--- config.mk ---
export PLATFORM = sky130hd
export DESIGN_NAME = evt_irq_ctrl
export DESIGN_NICKNAME = d
export VERILOG_FILES = /design/src/rtl/evt_irq_pkg.sv /design/src/rtl/irq_src_detect.sv /design/src/rtl/irq_enable_reg.sv /design/src/rtl/irq_status_reg.sv /design/src/rtl/irq_pin_ctrl.sv /design/src/rtl/evt_irq_ctrl.sv
export SDC_FILE = /design/constraint.sdc
export NUM_CORES = 1
export LEC_CHECK = 0
export ABC_AREA = 0
export BUFFER_PORTS_ARGS = -buffer_cell sky130_fd_sc_hd__buf_2
export CORE_MARGIN = 5
export CORE_UTILIZATION = 45
export CTS_BUF_LIST = sky130_fd_sc_hd__clkbuf_4
export DETAILED_ROUTE_END_ITERATION = 16
export PLACE_DENSITY = 0.73
export SLEW_MARGIN = 10
export SYNTH_ARGS = -nofsm -noshare
export SYNTH_HDL_FRONTEND = slang
export SYNTH_SLANG_ARGS = --single-unit
--- constraint.sdc ---
create_clock -name clk -period 2.6 [get_ports clk]
set_input_delay 0.26 -clock clk [delete_from_list [all_inputs] [get_ports clk]]
set_output_delay 0.26 -clock clk [all_outputs]
set_load 0.03 [all_outputs]
--- src/rtl/evt_irq_pkg.sv ---
// Shared source indices, vector type and urgency set for the interrupt controller.
// Assumes eight causes; the bit order is visible to software and fixed.
package evt_irq_pkg;
    localparam int NSRC     = 8;
    localparam int SRC_SPI  = 0;
    localparam int SRC_BAT  = 1;
    localparam int SRC_TEMP = 2;
    localparam int SRC_GND  = 3;
    localparam int SRC_CAN  = 4;
    localparam int SRC_SUP  = 5;
    localparam int SRC_WAKE = 6;
    localparam int SRC_WDT  = 7;

    typedef logic [NSRC-1:0] src_vec_t;

    localparam src_vec_t URGENT_SET = src_vec_t'((1 << SRC_SPI) | (1 << SRC_BAT));
endpackage

--- src/rtl/irq_src_detect.sv ---
// Turns raw cause inputs into one-cycle event pulses.
// Pulse inputs pass straight through; level inputs are compared with their
// registered previous value. Assumes all inputs are synchronous to clk and
// sit at their reset values (sense high, supplies good, rest low) during reset.
module irq_src_detect
    import evt_irq_pkg::*;
#(
    parameter int CAN_W = 4,
    parameter int SUP_N = 3
) (
    input  logic             clk,
    input  logic             rst_n,
    input  logic             spi_err_i,
    input  logic             wake_i,
    input  logic             wd_ovf_i,
    input  logic             bat_sense_i,
    input  logic             otemp_i,
    input  logic             gshift_i,
    input  logic [CAN_W-1:0] can_code_i,
    input  logic [SUP_N-1:0] sup_ok_i,
    output src_vec_t         raw_o
);
    logic             bat_q;
    logic             temp_q;
    logic             gnd_q;
    logic [CAN_W-1:0] can_q;
    logic [SUP_N-1:0] sup_q;
    logic [SUP_N-1:0] sup_fall;

    // Remember last value of every level input for change detection.
    always_ff @(posedge clk) begin
        if (!rst_n) begin
            bat_q  <= 1'b1;
            temp_q <= 1'b0;
            gnd_q  <= 1'b0;
            can_q  <= '0;
            sup_q  <= '1;
        end else begin
            bat_q  <= bat_sense_i;
            temp_q <= otemp_i;
            gnd_q  <= gshift_i;
            can_q  <= can_code_i;
            sup_q  <= sup_ok_i;
        end
    end

    // Per-regulator good-to-bad transition.
    for (genvar g = 0; g < SUP_N; g++) begin : g_sup
        assign sup_fall[g] = sup_q[g] & ~sup_ok_i[g];
    end

    // Assemble the event vector in status bit order.
    always_comb begin
        raw_o           = '0;
        raw_o[SRC_SPI]  = spi_err_i;
        raw_o[SRC_BAT]  = bat_q & ~bat_sense_i;
        raw_o[SRC_TEMP] = temp_q ^ otemp_i;
        raw_o[SRC_GND]  = gnd_q ^ gshift_i;
        raw_o[SRC_CAN]  = can_q != can_code_i;
        raw_o[SRC_SUP]  = |sup_fall;
        raw_o[SRC_WAKE] = wake_i;
        raw_o[SRC_WDT]  = wd_ovf_i;
    end
endmodule

--- src/rtl/irq_enable_reg.sv ---
// Per-cause enable register, written whole by a strobe.
// The watchdog-overflow enable drops on every overflow, overriding a write.
module irq_enable_reg
    import evt_irq_pkg::*;
(
    input  logic     clk,
    input  logic     rst_n,
    input  logic     wr_i,
    input  src_vec_t wdata_i,
    input  logic     wd_ovf_i,
    output src_vec_t en_o
);
    src_vec_t en_q;

    // Load on write; overflow then forces the watchdog enable low.
    always_ff @(posedge clk) begin
        if (!rst_n) begin
            en_q <= '0;
        end else begin
            if (wr_i)     en_q <= wdata_i;
            if (wd_ovf_i) en_q[SRC_WDT] <= 1'b0;
        end
    end

    assign en_o = en_q;


    wdt_en_drop_chk: assert property (@(posedge clk) disable iff (!rst_n)
        wd_ovf_i |=> !en_q[SRC_WDT]);


    en_write_chk: assert property (@(posedge clk) disable iff (!rst_n)
        (wr_i && !wd_ovf_i) |=> (en_q == $past(wdata_i)));
endmodule

--- src/rtl/irq_status_reg.sv ---
// Sticky status register with clear-on-read.
// Events gated by their enables accumulate; a read replaces the contents with
// only the events of the read cycle, so none is lost across the clear.
module irq_status_reg
    import evt_irq_pkg::*;
(
    input  logic     clk,
    input  logic     rst_n,
    input  src_vec_t raw_i,
    input  src_vec_t en_i,
    input  logic     rd_i,
    output src_vec_t stat_o
);
    src_vec_t stat_q;
    src_vec_t evt_g;

    assign evt_g = raw_i & en_i;

    // Accumulate events; on read keep only the concurrent ones.
    always_ff @(posedge clk) begin
        if (!rst_n)    stat_q <= '0;
        else if (rd_i) stat_q <= evt_g;
        else           stat_q <= stat_q | evt_g;
    end

    assign stat_o = stat_q;


    rd_clear_chk: assert property (@(posedge clk) disable iff (!rst_n)
        rd_i |=> ((stat_q & ~$past(evt_g)) == '0));


    rd_keep_chk: assert property (@(posedge clk) disable iff (!rst_n)
        rd_i |=> ((stat_q & $past(evt_g)) == $past(evt_g)));


    sticky_chk: assert property (@(posedge clk) disable iff (!rst_n)
        !rd_i |=> ((stat_q & $past(stat_q)) == $past(stat_q)));
endmodule

--- src/rtl/irq_pin_ctrl.sv ---
// Drives the active-low interrupt line from the status contents.
// Urgent causes launch at once; non-urgent ones launch once per watchdog
// period in normal mode. A read releases the line and blocks any launch for
// REL_CYC cycles. Assumes wd_tick_i and rd_i are single-cycle strobes.
module irq_pin_ctrl
    import evt_irq_pkg::*;
#(
    parameter int unsigned REL_CYC  = 8,
    parameter src_vec_t    URG_MASK = URGENT_SET
) (
    input  logic     clk,
    input  logic     rst_n,
    input  src_vec_t stat_i,
    input  logic     rd_i,
    input  logic     norm_i,
    input  logic     wd_tick_i,
    output logic     intn_o
);
    localparam int REL_W = $clog2(REL_CYC + 1);

    logic             irq_q;
    logic             spent_q;
    logic [REL_W-1:0] rel_q;
    logic             pend_urg;
    logic             pend_nu;
    logic             launch;

    assign pend_urg = |(stat_i & URG_MASK);
    assign pend_nu  = |(stat_i & ~URG_MASK);
    assign launch   = !irq_q && !rd_i && (rel_q == '0) &&
                      (pend_urg || (pend_nu && (!norm_i || !spent_q)));

    // Interrupt state: set by a launch, held until a read.
    always_ff @(posedge clk) begin
        if (!rst_n || rd_i) irq_q <= 1'b0;
        else if (launch)    irq_q <= 1'b1;
    end

    // Release timer: loaded by a read, counts down to zero.
    always_ff @(posedge clk) begin
        if (!rst_n)             rel_q <= '0;
        else if (rd_i)          rel_q <= REL_W'(REL_CYC);
        else if (rel_q != '0)   rel_q <= rel_q - 1'b1;
    end

    // Throttle flag: marks a non-urgent launch in normal mode, rearmed by tick.
    always_ff @(posedge clk) begin
        if (!rst_n)                          spent_q <= 1'b0;
        else if (launch && norm_i && pend_nu) spent_q <= 1'b1;
        else if (wd_tick_i)                  spent_q <= 1'b0;
    end

    assign intn_o = ~irq_q;


    rd_release_chk: assert property (@(posedge clk) disable iff (!rst_n)
        rd_i |=> intn_o);


    rel_hold_chk: assert property (@(posedge clk) disable iff (!rst_n)
        (rel_q != '0) |=> intn_o);


    throttle_chk: assert property (@(posedge clk) disable iff (!rst_n)
        (norm_i && spent_q && intn_o && !pend_urg) |=> intn_o);


    urgent_chk: assert property (@(posedge clk) disable iff (!rst_n)
        (pend_urg && intn_o && !rd_i && (rel_q == '0)) |=> !intn_o);
endmodule

--- src/rtl/evt_irq_ctrl.sv ---
// Top of the rate-limited clear-on-read interrupt controller.
// Wires change detection, enable register, status register and line control.
// Assumes all inputs are synchronous to clk; strobes last one cycle.
module evt_irq_ctrl
    import evt_irq_pkg::*;
#(
    parameter int          CAN_W   = 4,
    parameter int          SUP_N   = 3,
    parameter int unsigned REL_CYC = 8
) (
    input  logic             clk,
    input  logic             rst_n,
    input  logic             en_wr_i,
    input  logic [NSRC-1:0]  en_wdata_i,
    output logic [NSRC-1:0]  en_o,
    input  logic             rd_i,
    output logic [NSRC-1:0]  stat_o,
    input  logic             norm_mode_i,
    input  logic             wd_tick_i,
    input  logic             wd_ovf_i,
    input  logic             spi_err_i,
    input  logic             bat_sense_i,
    input  logic             otemp_i,
    input  logic             gshift_i,
    input  logic [CAN_W-1:0] can_code_i,
    input  logic [SUP_N-1:0] sup_ok_i,
    input  logic             wake_i,
    output logic             intn_o
);
    src_vec_t raw;
    src_vec_t en;
    src_vec_t stat;

    irq_src_detect #(.CAN_W(CAN_W), .SUP_N(SUP_N)) u_detect (
        .clk         (clk),
        .rst_n       (rst_n),
        .spi_err_i   (spi_err_i),
        .wake_i      (wake_i),
        .wd_ovf_i    (wd_ovf_i),
        .bat_sense_i (bat_sense_i),
        .otemp_i     (otemp_i),
        .gshift_i    (gshift_i),
        .can_code_i  (can_code_i),
        .sup_ok_i    (sup_ok_i),
        .raw_o       (raw)
    );

    irq_enable_reg u_enable (
        .clk      (clk),
        .rst_n    (rst_n),
        .wr_i     (en_wr_i),
        .wdata_i  (en_wdata_i),
        .wd_ovf_i (wd_ovf_i),
        .en_o     (en)
    );

    irq_status_reg u_status (
        .clk    (clk),
        .rst_n  (rst_n),
        .raw_i  (raw),
        .en_i   (en),
        .rd_i   (rd_i),
        .stat_o (stat)
    );

    irq_pin_ctrl #(.REL_CYC(REL_CYC), .URG_MASK(URGENT_SET)) u_pin (
        .clk       (clk),
        .rst_n     (rst_n),
        .stat_i    (stat),
        .rd_i      (rd_i),
        .norm_i    (norm_mode_i),
        .wd_tick_i (wd_tick_i),
        .intn_o    (intn_o)
    );

    assign en_o   = en;
    assign stat_o = stat;


    disabled_chk: assert property (@(posedge clk) disable iff (!rst_n)
        (!rd_i && (stat == '0) && ((raw & en) == '0)) |=> (stat_o == '0));
endmodule

==> flow_summary_export.csv, run 1 <==
group,metric,value,unit
cts,root_buffer,"clkbuf_4",
floorplanning,rows,19,
sta,setup_violations,0,
sta,fin_crit_sh,60.9,%
synthesis,synthCells,118,
route,vias,976,
floorplanning,coreArea,2710,µm²
cts,post_cts_buffers,0,
placement,placed_cells,187,
cts,clk_pin_slew,0.10,ns
sta,fin_skew,0.00821,ns
route,first_pass_iters,4,
worst_setup_path,cp_data_arrival_time,1.86,ns
route,routedWlPerCell,13.3,µm
route,via_per_inst,5.01,
sta,final.setup.tns,0,ns
status,status,"finished clean",
worst_setup_path,r2r-start,"u_pin.rel_q[0]",
synthesis,ys_ff_latch,32,
floorplanning,ios,44,
sta,hold_viol_final,0,
layout,utilization,57.6,%
layout,area_growth,24.6,%
synthesis,yosysWarnings,0,
layout,layout-drive-gt1-share,32.3,%
power_and_ir_drop,total_power,1060,µW
sta,slew_viol_final,0,
worst_setup_path,start_kind,"flop",
route,drc_errors,0,
worst_setup_path,r2r_cells,5,
worst_setup_path,cp-endpoint,"u_pin.irq_q",
floorplanning,fp.dieW,62.8,µm
cts,htree_levels,2,
placement,place_congestion,0.748,
layout,instances_no_fill,195,
route,drt-total-wl,2600,µm
layout,multi_input_area,576,µm²
global_route,grt_util_all_layers,14.0,%
sta,max_slew_margin,66.6,%
worst_setup_path,cp.required,2.88,ns
worst_setup_path,critPathKind,"reg -> reg",
global_route,grt_pass1_vias,1019,
global_route,grt_antenna_before_repair,0,
layout,filler_cell_count,259,
sta,fmax,0.631,GHz
power_and_ir_drop,vdd_drop_max,0.507,mV
cts,clock_path_buffers,2,
synthesis,avgSynthCellArea,10.6,µm²
worst_setup_path,regToRegEndpoint,"u_pin.irq_q",
worst_setup_path,crit_path_max_incr_delay,0.47,ns
sta,worstMarginPinSlew,0.495,ns
route,ant_nets,0,
power_and_ir_drop,power_density,679,nW/µm²
worst_setup_path,slowest_stage,"or3b_1",
cts,clk_latency,0.33,ns
cts,cts_resized,0,
floorplanning,initial_utilization,46.2,%
cts,clock_sinks,32,
worst_setup_path,end_kind,"flop",
layout,diodes,0,
worst_setup_path,reg2reg_slack,1.02,ns
hold_path,holdCritPathClass,"in -> reg",
route,drt_iter0_drc,23,
worst_setup_path,cp-startpoint,"u_pin.rel_q[0]",
synthesis,synth_nets,147,
sta,grt_setup_unrepaired,"false",
global_route,grt_overflow,0,
placement,dp_hpwl,1950,µm
worst_setup_path,cp_max_fo,5,
worst_setup_path,path_cells,"inv_1 > ha_1 > or3b_1 > nor4_4 > o221a_2",
synthesis,synth.distinct_cells,32,
global_route,grt_max_degree,31,
floorplanning,dieArea,3940,µm²
cts,hold_buffers,0,
synthesis,syn_area,1250,µm²
floorplanning,die_h,62.8,µm
layout,regArea,641,µm²
cts,cts_tree,"built",
layout,nets,192,
synthesis,seq_area_frac_synth,51.1,%
placement,numPortBuffers,43,
sta,period_needed,1.58,ns
global_route,grt_first_pass_wirelength,4380,µm
cts,cts_made_buffers,5,
power_and_ir_drop,p_leak,0.000735,µW
run,max_cap_violations,0,
==> sequential cells by signal, summed over array words and instances (netlist names) <==
register         cells
u_detect.temp_q      1
u_detect.sup_q       3
u_pin.rel_q          4
u_detect.gnd_q       1
u_detect.bat_q       1
u_enable.en_o        8
u_pin.irq_q          1
u_pin.spent_q        1
u_detect.can_q       4
u_status.stat_o      8
==> through the flow <==
stage | hold slack [ns] | worst slack (ns) | area (µm²)
5_1_grt | 0.0945 | 0.911 | 1560
4_1_cts | 0.105 | 1.00 | 1560
6_report | 0.109 | 1.02 | 1560
3_3_place_gp | 0.440 | 1.10 | 1490
2_1_floorplan | 0.336 | 1.12 | 1250
3_5_place_dp | 0.450 | 1.04 | 1490
==> cell usage in the layout (no fill, tap or decap), types with 2 or more instances in the layout <==
master    Yosys  final
a21boi_0      2      2
a22oi_1       5      5
and2_1        6      6
buf_2         2     43
clkbuf_4      0      5
clkinv_1      0      2
dfxtp_1      32     32
ha_1          2      2
inv_1         4      4
mux2i_1       9      9
nand2_1       5      5
nand2b_1      4      4
nor2_1        4      4
nor2b_1      15     15
xnor2_1       5      5
xor2_1        3      3
==> where the power goes <==
group	internal [µW]	switching (µW)	leakage (µW)	total (µW)
clock	196	163	0.0000403	359
sequential	518	18.7	0.000264	537
combinational	75.0	88.1	0.000432	163
==> critical path: cells and delay by family (launching register included) <==
family                     cells  cell delay (ns)
buffers and inverters          1             0.09
AOI/OAI and AO/OA              1             0.21
adders and majority gates      1             0.16
and+or+nand+nor                2             0.75
DFF                            1             0.34
==> cell usage after synthesis <==
library cell   n  share of area (%)
clkbuf_1       3               0.90
a21boi_0       2                1.2
a22oi_1        5                3.0
o21ai_0        1               0.40
nor4_4         1                1.7
ha_1           2                2.0
o221a_2        1               0.90
a211oi_1       1               0.60
and3b_1        1               0.70
nand2b_1       4                2.0
mux2i_1        9                7.2
nor4bb_1       1               0.80
nand2_1        5                1.5
buf_2          2               0.80
xor2_1         3                2.1
nor2_1         4                1.2
nor2b_1       15                7.5
and2_1         6                3.0
o31ai_1        1               0.60
nand4_1        1               0.50
nor3_1         1               0.40
and3_2         1               0.60
xnor2_1        5                3.5
and2b_2        1               0.70
nor3b_1        1               0.60
dfxtp_1       32                 51
inv_1          4                1.2
or3b_1         1               0.70
a32o_1         1               0.80
or3_1          1               0.50
nor4_1         1               0.50
a41o_1         1               0.80
==> area by class of cell <==
cell class	count	area share, %
Inverter	4	0.962
Tap cell	31	2.49
Sequential cell	32	41.1
Multi-Input combinational cell	77	36.9
Timing Repair Buffer	43	13.8
Clock inverter	3	2.41
Clock buffer	5	2.41
==> how the worst min path moves through the flow <==
stage,slack [ns],cells after the start,start,endpoint
floorplan,0.34,1,wd_ovf_i,u_enable.en_o[7]
global placement,0.44,2,u_detect.bat_q,u_status.stat_o[1]
detailed placement,0.45,2,u_detect.bat_q,u_status.stat_o[1]
CTS,0.10,2,wd_ovf_i,u_enable.en_o[7]
global route,0.09,2,wd_ovf_i,u_enable.en_o[7]
finish,0.11,2,wd_ovf_i,u_enable.en_o[7]
==> per-layer routing <==
| metal | vias to the layer above | track usage, % | wire, µm |
|---|---|---|---|
| met1 | 454 | 15.3 | 1080 |
| met4 | 0 | 6.37 | 44 |
| met3 | 6 | 6.12 | 177 |
| met5 | - | 0 | 0 |
| met2 | 26 | 23.1 | 1290 |
| li1 | 490 | - | - |
==> cells by family (layout without fill, tap and decap cells) <==
family,count (synthesis),in the layout,share of synthesized area [%]
adders and majority gates,2,2,2.00
DFF,32,32,51.1
and+or+nand+nor,45,45,22.9
xor gates and xnor gates,8,8,5.59
AOI/OAI and AO/OA,13,13,8.29
buffers and inverters,9,55,2.90
muxes,9,9,7.19
(Power assumes the default switching activity.)
==> run 2: changes to the inputs <==
--- a/config.mk
+++ b/config.mk
@@ -11,7 +11,7 @@
 export CORE_UTILIZATION = 45
 export CTS_BUF_LIST = sky130_fd_sc_hd__clkbuf_4
 export DETAILED_ROUTE_END_ITERATION = 16
-export PLACE_DENSITY = 0.73
+export PLACE_DENSITY = 0.76
 export SLEW_MARGIN = 10
 export SYNTH_ARGS = -nofsm -noshare
 export SYNTH_HDL_FRONTEND = slang
==> constraint.sdc (replaced) <==
create_clock -name clk -period 1.3 [get_ports clk]
set_input_delay 0.13 -clock clk [delete_from_list [all_inputs] [get_ports clk]]
set_output_delay 0.13 -clock clk [all_outputs]
set_load 0.03 [all_outputs]
==> run 2 against run 1 <==
Net effect: the flow now finishes with violations (setup timing); sequential share of layout area shrank 3.4 points; combinational power grew to 2.8 times the previous value; setup slack got worse by 1.1 ns; worst hold slack lost 0.083 ns; cell area increased by 9.5%; clock power grew 46%; count of clock-buffer cells in the layout did not move; first-iteration DRC count grew 8.7%; highest routed layer unchanged.
==> flow_summary_export.csv, run 2 (synthesis results as in run 1) <==
group,metric,value,unit
global_route,grt_first_pass_wirelength,4910,µm
cts,cts_made_buffers,5,
global_route,grt_antenna_before_repair,0,
floorplanning,ios,44,
cts,cts_tree,"built",
floorplanning,coreArea,2710,µm²
global_route,grt_overflow,0,
sta,grt_setup_unrepaired,"true",
layout,layout_commonest_cell,"buf_2",
cts,clock_sinks,32,
worst_setup_path,start_kind,"flop",
sta,fmax,0.730,GHz
floorplanning,die_h,62.8,µm
route,drt-total-wl,2780,µm
power_and_ir_drop,power_density,1200,nW/µm²
cts,clk_latency,0.34,ns
worst_setup_path,cp.required,1.59,ns
route,via_per_inst,4.90,
placement,place_congestion,0.706,
sta,setup_violations,5,
layout,regArea,643,µm²
layout,final_cell_mix,"buf_2 (43), dfxtp_1 (30), nor2b_1 (15)",
sta,max_slew_margin,71.2,%
layout,multi_input_area,614,µm²
route,ant_nets,0,
layout,nets,207,
route,drc_errors,0,
route,vias,1029,
global_route,grt_pass1_vias,1087,
hold_path,holdCritPathClass,"in -> reg",
route,routedWlPerCell,13.2,µm
floorplanning,dieArea,3940,µm²
floorplanning,fp.dieW,62.8,µm
sta,worstMarginPinSlew,0.432,ns
worst_setup_path,end_kind,"flop",
layout,diodes,0,
sta,setup_ws,-0.0704,ns
cts,htree_levels,2,
global_route,grt_max_degree,31,
global_route,grt_util_all_layers,15.9,%
power_and_ir_drop,vdd_drop_max,1.07,mV
route,first_pass_iters,4,
power_and_ir_drop,p_leak,0.000805,µW
sta,hold_viol_final,0,
layout,utilization,63.1,%
layout,fin_area,1710,µm²
placement,place_area,1540,µm²
placement,numPortBuffers,43,
route,drt_iter0_drc,25,
floorplanning,initial_utilization,46.2,%
worst_setup_path,cp_data_arrival_time,1.66,ns
cts,clk_pin_slew,0.10,ns
sta,fin_skew,0.0102,ns
cts,root_buffer,"clkbuf_4",
worst_setup_path,critPathKind,"reg -> reg",
run,max_cap_violations,0,
sta,slew_viol_final,0,
placement,place_ws,-0.157,ns
sta,final.setup.tns,-0.202,ns
status,status,"complete, but fails checks",
sta,fin_crit_sh,105,%
sta,period_needed,1.37,ns
layout,filler_cell_count,232,
layout,layout-drive-gt1-share,40.2,%
worst_setup_path,cp_max_fo,2,
layout,area_growth,36.5,%
status,violations,"setup timing",
placement,dp_hpwl,1960,µm
floorplanning,rows,19,
cts,clock_path_buffers,2,
==> run 2: power breakdown <==
part	leakage (µW)	switching (µW)	internal (µW)
registers	0.000264	36.8	1040
logic	0.000508	216	238
clock network	0.0000324	325	198
==> run 2: path summary, 6_finish.rpt <==
| check | startpoint | endpoint | slack, ns | cells after the start |
|---|---|---|---|---|
| max | u_pin.rel_q[1] | u_pin.irq_q | -0.07 | 5 |
| min | can_code_i[0] | u_detect.can_q[0] | 0.03 | 2 |
| min reg2reg | u_detect.bat_q | u_status.stat_o[1] | 0.48 | 2 |
| max reg2reg | u_pin.rel_q[1] | u_pin.irq_q | -0.07 | 5 |
==> run 2: worst max-delay path: stages (launching register included) <==
cell and delay [ns]:
dfxtp_2 0.33, inv_2 0.07, ha_4 0.13, or3b_4 0.40, nor4_4 0.18, o221a_2 0.22
==> run 2: cell type report <==
cell class                      instances  share of cell area, %
Clock buffer                            5                   2.20
Timing Repair Buffer                   58                   20.3
Sequential cell                        32                   37.6
Tap cell                               31                   2.27
Clock inverter                          3                  0.805
Multi-Input combinational cell         77                   35.9
Inverter                                4                  0.878
==> run 2: repair_timing <==
| item | 4_1_cts | 5_1_grt |
|---|---|---|
| hold endpoints to repair | 5 | 1 |
| buffers inserted | 1 | 1 |
| cloned | 0 | 0 |
| pin swaps | 4 | 1 |
| hold buffers | 5 | 1 |
| resized for setup | 8 | 0 |
| setup endpoints to repair | 5 | 5 |
==> run 2: metrics by stage <==
| step | power [µW] | std cells | hold slack, ns |
|---|---|---|---|
| final | 2050 | 210 | 0.0257 |
| after CTS | 2070 | 208 | 0.00339 |
| after global routing | 2190 | 210 | 0.00879 |
| after floorplan | 1340 | 118 | 0.206 |
| after detailed placement | 1470 | 194 | 0.325 |
| after global placement | 1450 | 194 | 0.321 |
==> run 2: layer usage <==
layer	part of all wire, %	routed length [µm]	track usage, %
met5	0	0	0
met4	2.2	62	7.96
met3	6.4	178	6.12
met2	49	1360	25.6
met1	42	1180	18.3
==> run 3: changes to the inputs <==
--- a/config.mk
+++ b/config.mk
@@ -8,10 +8,10 @@
 export ABC_AREA = 0
 export BUFFER_PORTS_ARGS = -buffer_cell sky130_fd_sc_hd__buf_2
 export CORE_MARGIN = 5
-export CORE_UTILIZATION = 45
+export CORE_UTILIZATION = 46
 export CTS_BUF_LIST = sky130_fd_sc_hd__clkbuf_4
 export DETAILED_ROUTE_END_ITERATION = 16
-export PLACE_DENSITY = 0.76
+export PLACE_DENSITY = 0.77
 export SLEW_MARGIN = 10
 export SYNTH_ARGS = -nofsm -noshare
 export SYNTH_HDL_FRONTEND = slang
==> run 3 against run 2 <==
Net effect: the flow still finishes with violations (setup timing); total power is 9.3% higher; clock power rose by 38%; fmax up 0.70%; count of clock-buffer cells in the layout stayed put; wire length decreased by 0.11%; via count shrank 0.78%; worst hold slack worse by 0.0098 ns; combinational power down 2%; cell area up 0.95%; sequential power is essentially flat; flip-flop and latch count unchanged; final cell count did not move; largest cell class unchanged.
==> flow_summary_export.csv, run 3 (synthesis results as in run 1) <==
group,metric,value,unit
status,violations,"setup timing",
sta,fmax,0.735,GHz
power_and_ir_drop,combPwrFrac,19.8,%
placement,place_ws,-0.141,ns
worst_setup_path,reg2reg_slack,-0.06,ns
cts,cts_made_buffers,5,
route,via_per_inst,4.86,
hold_path,holdCritPathClass,"in -> reg",
placement,placed_cells,194,
power_and_ir_drop,p_seq_share,48.0,%
worst_setup_path,crit_path_max_incr_delay,0.40,ns
route,routedWlPerCell,13.2,µm
floorplanning,ios,44,
route,drt-total-wl,2770,µm
global_route,grt_pass1_vias,1079,
route,ant_nets,0,
global_route,grt_overflow,0,
layout,nets,207,
worst_setup_path,path_cells,"inv_2 > ha_4 > or3b_4 > nor4_4 > o221a_2",
power_and_ir_drop,total_power,2240,µW
worst_setup_path,regToRegEndpoint,"u_pin.irq_q",
global_route,grt_max_degree,31,
cts,clk_latency,0.34,ns
power_and_ir_drop,power_frac_clock,32.3,%
route,vias,1021,
power_and_ir_drop,swShare,25.8,%
route,first_pass_iters,4,
global_route,grt_antenna_before_repair,0,
floorplanning,die_h,62.2,µm
power_and_ir_drop,power_density,1300,nW/µm²
cts,clk_pin_slew,0.10,ns
worst_setup_path,start_kind,"flop",
global_route,grt_util_all_layers,15.2,%
sta,fin_crit_sh,105,%
cts,clock_sinks,32,
layout,diodes,0,
sta,holdWs,0.0159,ns
cts,cts_tree,"built",
layout,instances_no_fill,210,
floorplanning,rows,19,
sta,hold_viol_final,0,
floorplanning,initial_utilization,46.6,%
cts,htree_levels,2,
status,status,"complete, but fails checks",
hold_path,min_from,"otemp_i",
worst_setup_path,cp_max_fo,2,
hold_path,hold_depth,2,
sta,fin_skew,0.00653,ns
power_and_ir_drop,vdd_drop_max,1.17,mV
power_and_ir_drop,p_leak,0.000813,µW
run,max_cap_violations,0,
sta,grt_setup_unrepaired,"true",
global_route,grt_first_pass_wirelength,4680,µm
power_and_ir_drop,p_int,1660,µW
sta,period_needed,1.36,ns
worst_setup_path,end_kind,"flop",
placement,place_congestion,0.707,
worst_setup_path,critPathKind,"reg -> reg",
layout,utilization,64.2,%
sta,setup_violations,5,
route,drc_errors,0,
hold_path,holdPathEnd,"u_detect.temp_q",
cts,clock_path_buffers,2,
floorplanning,dieArea,3870,µm²
route,drt_iter0_drc,39,
cts,root_buffer,"clkbuf_4",
worst_setup_path,cp.required,1.59,ns
placement,numPortBuffers,43,
layout,layout_commonest_cell,"buf_2",
worst_setup_path,cp_data_arrival_time,1.65,ns
sta,max_slew_margin,71.6,%
power_and_ir_drop,p_switching,578,µW
layout,layout-drive-gt1-share,40.2,%
placement,dp_hpwl,1970,µm
layout,final_cell_mix,"buf_2 (43), dfxtp_1 (30), nor2b_1 (15)",
worst_setup_path,slowest_stage,"or3b_4",
worst_setup_path,r2r-start,"u_pin.rel_q[1]",
layout,area_growth,37.8,%
floorplanning,fp.dieW,62.2,µm
worst_setup_path,r2r_cells,5,
sta,slew_viol_final,0,
floorplanning,coreArea,2690,µm²
sta,setup_ws,-0.0608,ns
sta,worstMarginPinSlew,0.427,ns
-- run 3: cell types whose count changed in the layout (fill, tap and decap cells not counted), sizes merged --
cell / delta
buf: +1
bufinv: +1
clkinv: -1
dlygate4sd3: -1
-- run 3: per-layer routing --
layer	part of all wire, %	up-vias	track usage, %	wire [µm]
li1	-	523	-	-
met5	0	-	0	0
met3	6.2	5	6.67	173
met4	1.7	0	5.69	47
met1	41	468	16.0	1150
met2	51	25	26.3	1410
-- run 3: power by group through the flow --
stage	logic (µW)	registers [µW]	clock network, µW
after detailed placement	367	1100	0
after CTS	439	1070	743
final	443	1070	724
after floorplan	204	1140	0
after global routing	487	1080	782
after global placement	355	1090	0
-- run 3: worst max path at each step --
stage | from | slack [ns] | end | depth (start not counted)
after CTS | u_pin.rel_q[1] | -0.04 | u_pin.rel_q[0] | 6
after global placement | u_pin.rel_q[0] | -0.1 | u_pin.irq_q | 5
after global routing | u_pin.rel_q[0] | -0.12 | u_pin.irq_q | 5
after detailed placement | u_pin.rel_q[0] | -0.14 | u_pin.irq_q | 5
after floorplan | u_pin.rel_q[0] | -0.17 | u_pin.irq_q | 6
final | u_pin.rel_q[1] | -0.06 | u_pin.irq_q | 5
-- run 3: cell type report --
type | count | area, µm²
Timing Repair Buffer | 58 | 344
Clock inverter | 3 | 37.5
Sequential cell | 32 | 643
Inverter | 4 | 15.0
Multi-Input combinational cell | 77 | 609
Fill cell | 234 | 961
Tap cell | 31 | 38.8
Clock buffer | 5 | 37.5
-- run 3: timing repair --
action / in CTS / in global routing
hold endpoints to repair: 5 / 0
setup buffers: 3 / 0
endpoints found under the setup margin: 5 / 6
hold buffers: 5 / 0
gates resized for setup: 6 / 1
pin swaps: 4 / 0
-- run 3: stage by stage --
stage                     instance area, µm²  TNS (ns)
after floorplan                         1260    -0.308
after global placement                  1540    -0.362
after detailed placement                1540    -0.595
after CTS                               1720    -0.132
after global routing                    1730    -0.508
final                                   1730    -0.190
-- run 3: critical path: cells and delay by family (launching register included) --
| family | cells | cell delay, ns |
|---|---|---|
| and+or+nand+nor | 2 | 0.57 |
| buffers and inverters | 1 | 0.07 |
| AOI/OAI and AO/OA | 1 | 0.22 |
| adders and majority gates | 1 | 0.13 |
| DFF | 1 | 0.33 |
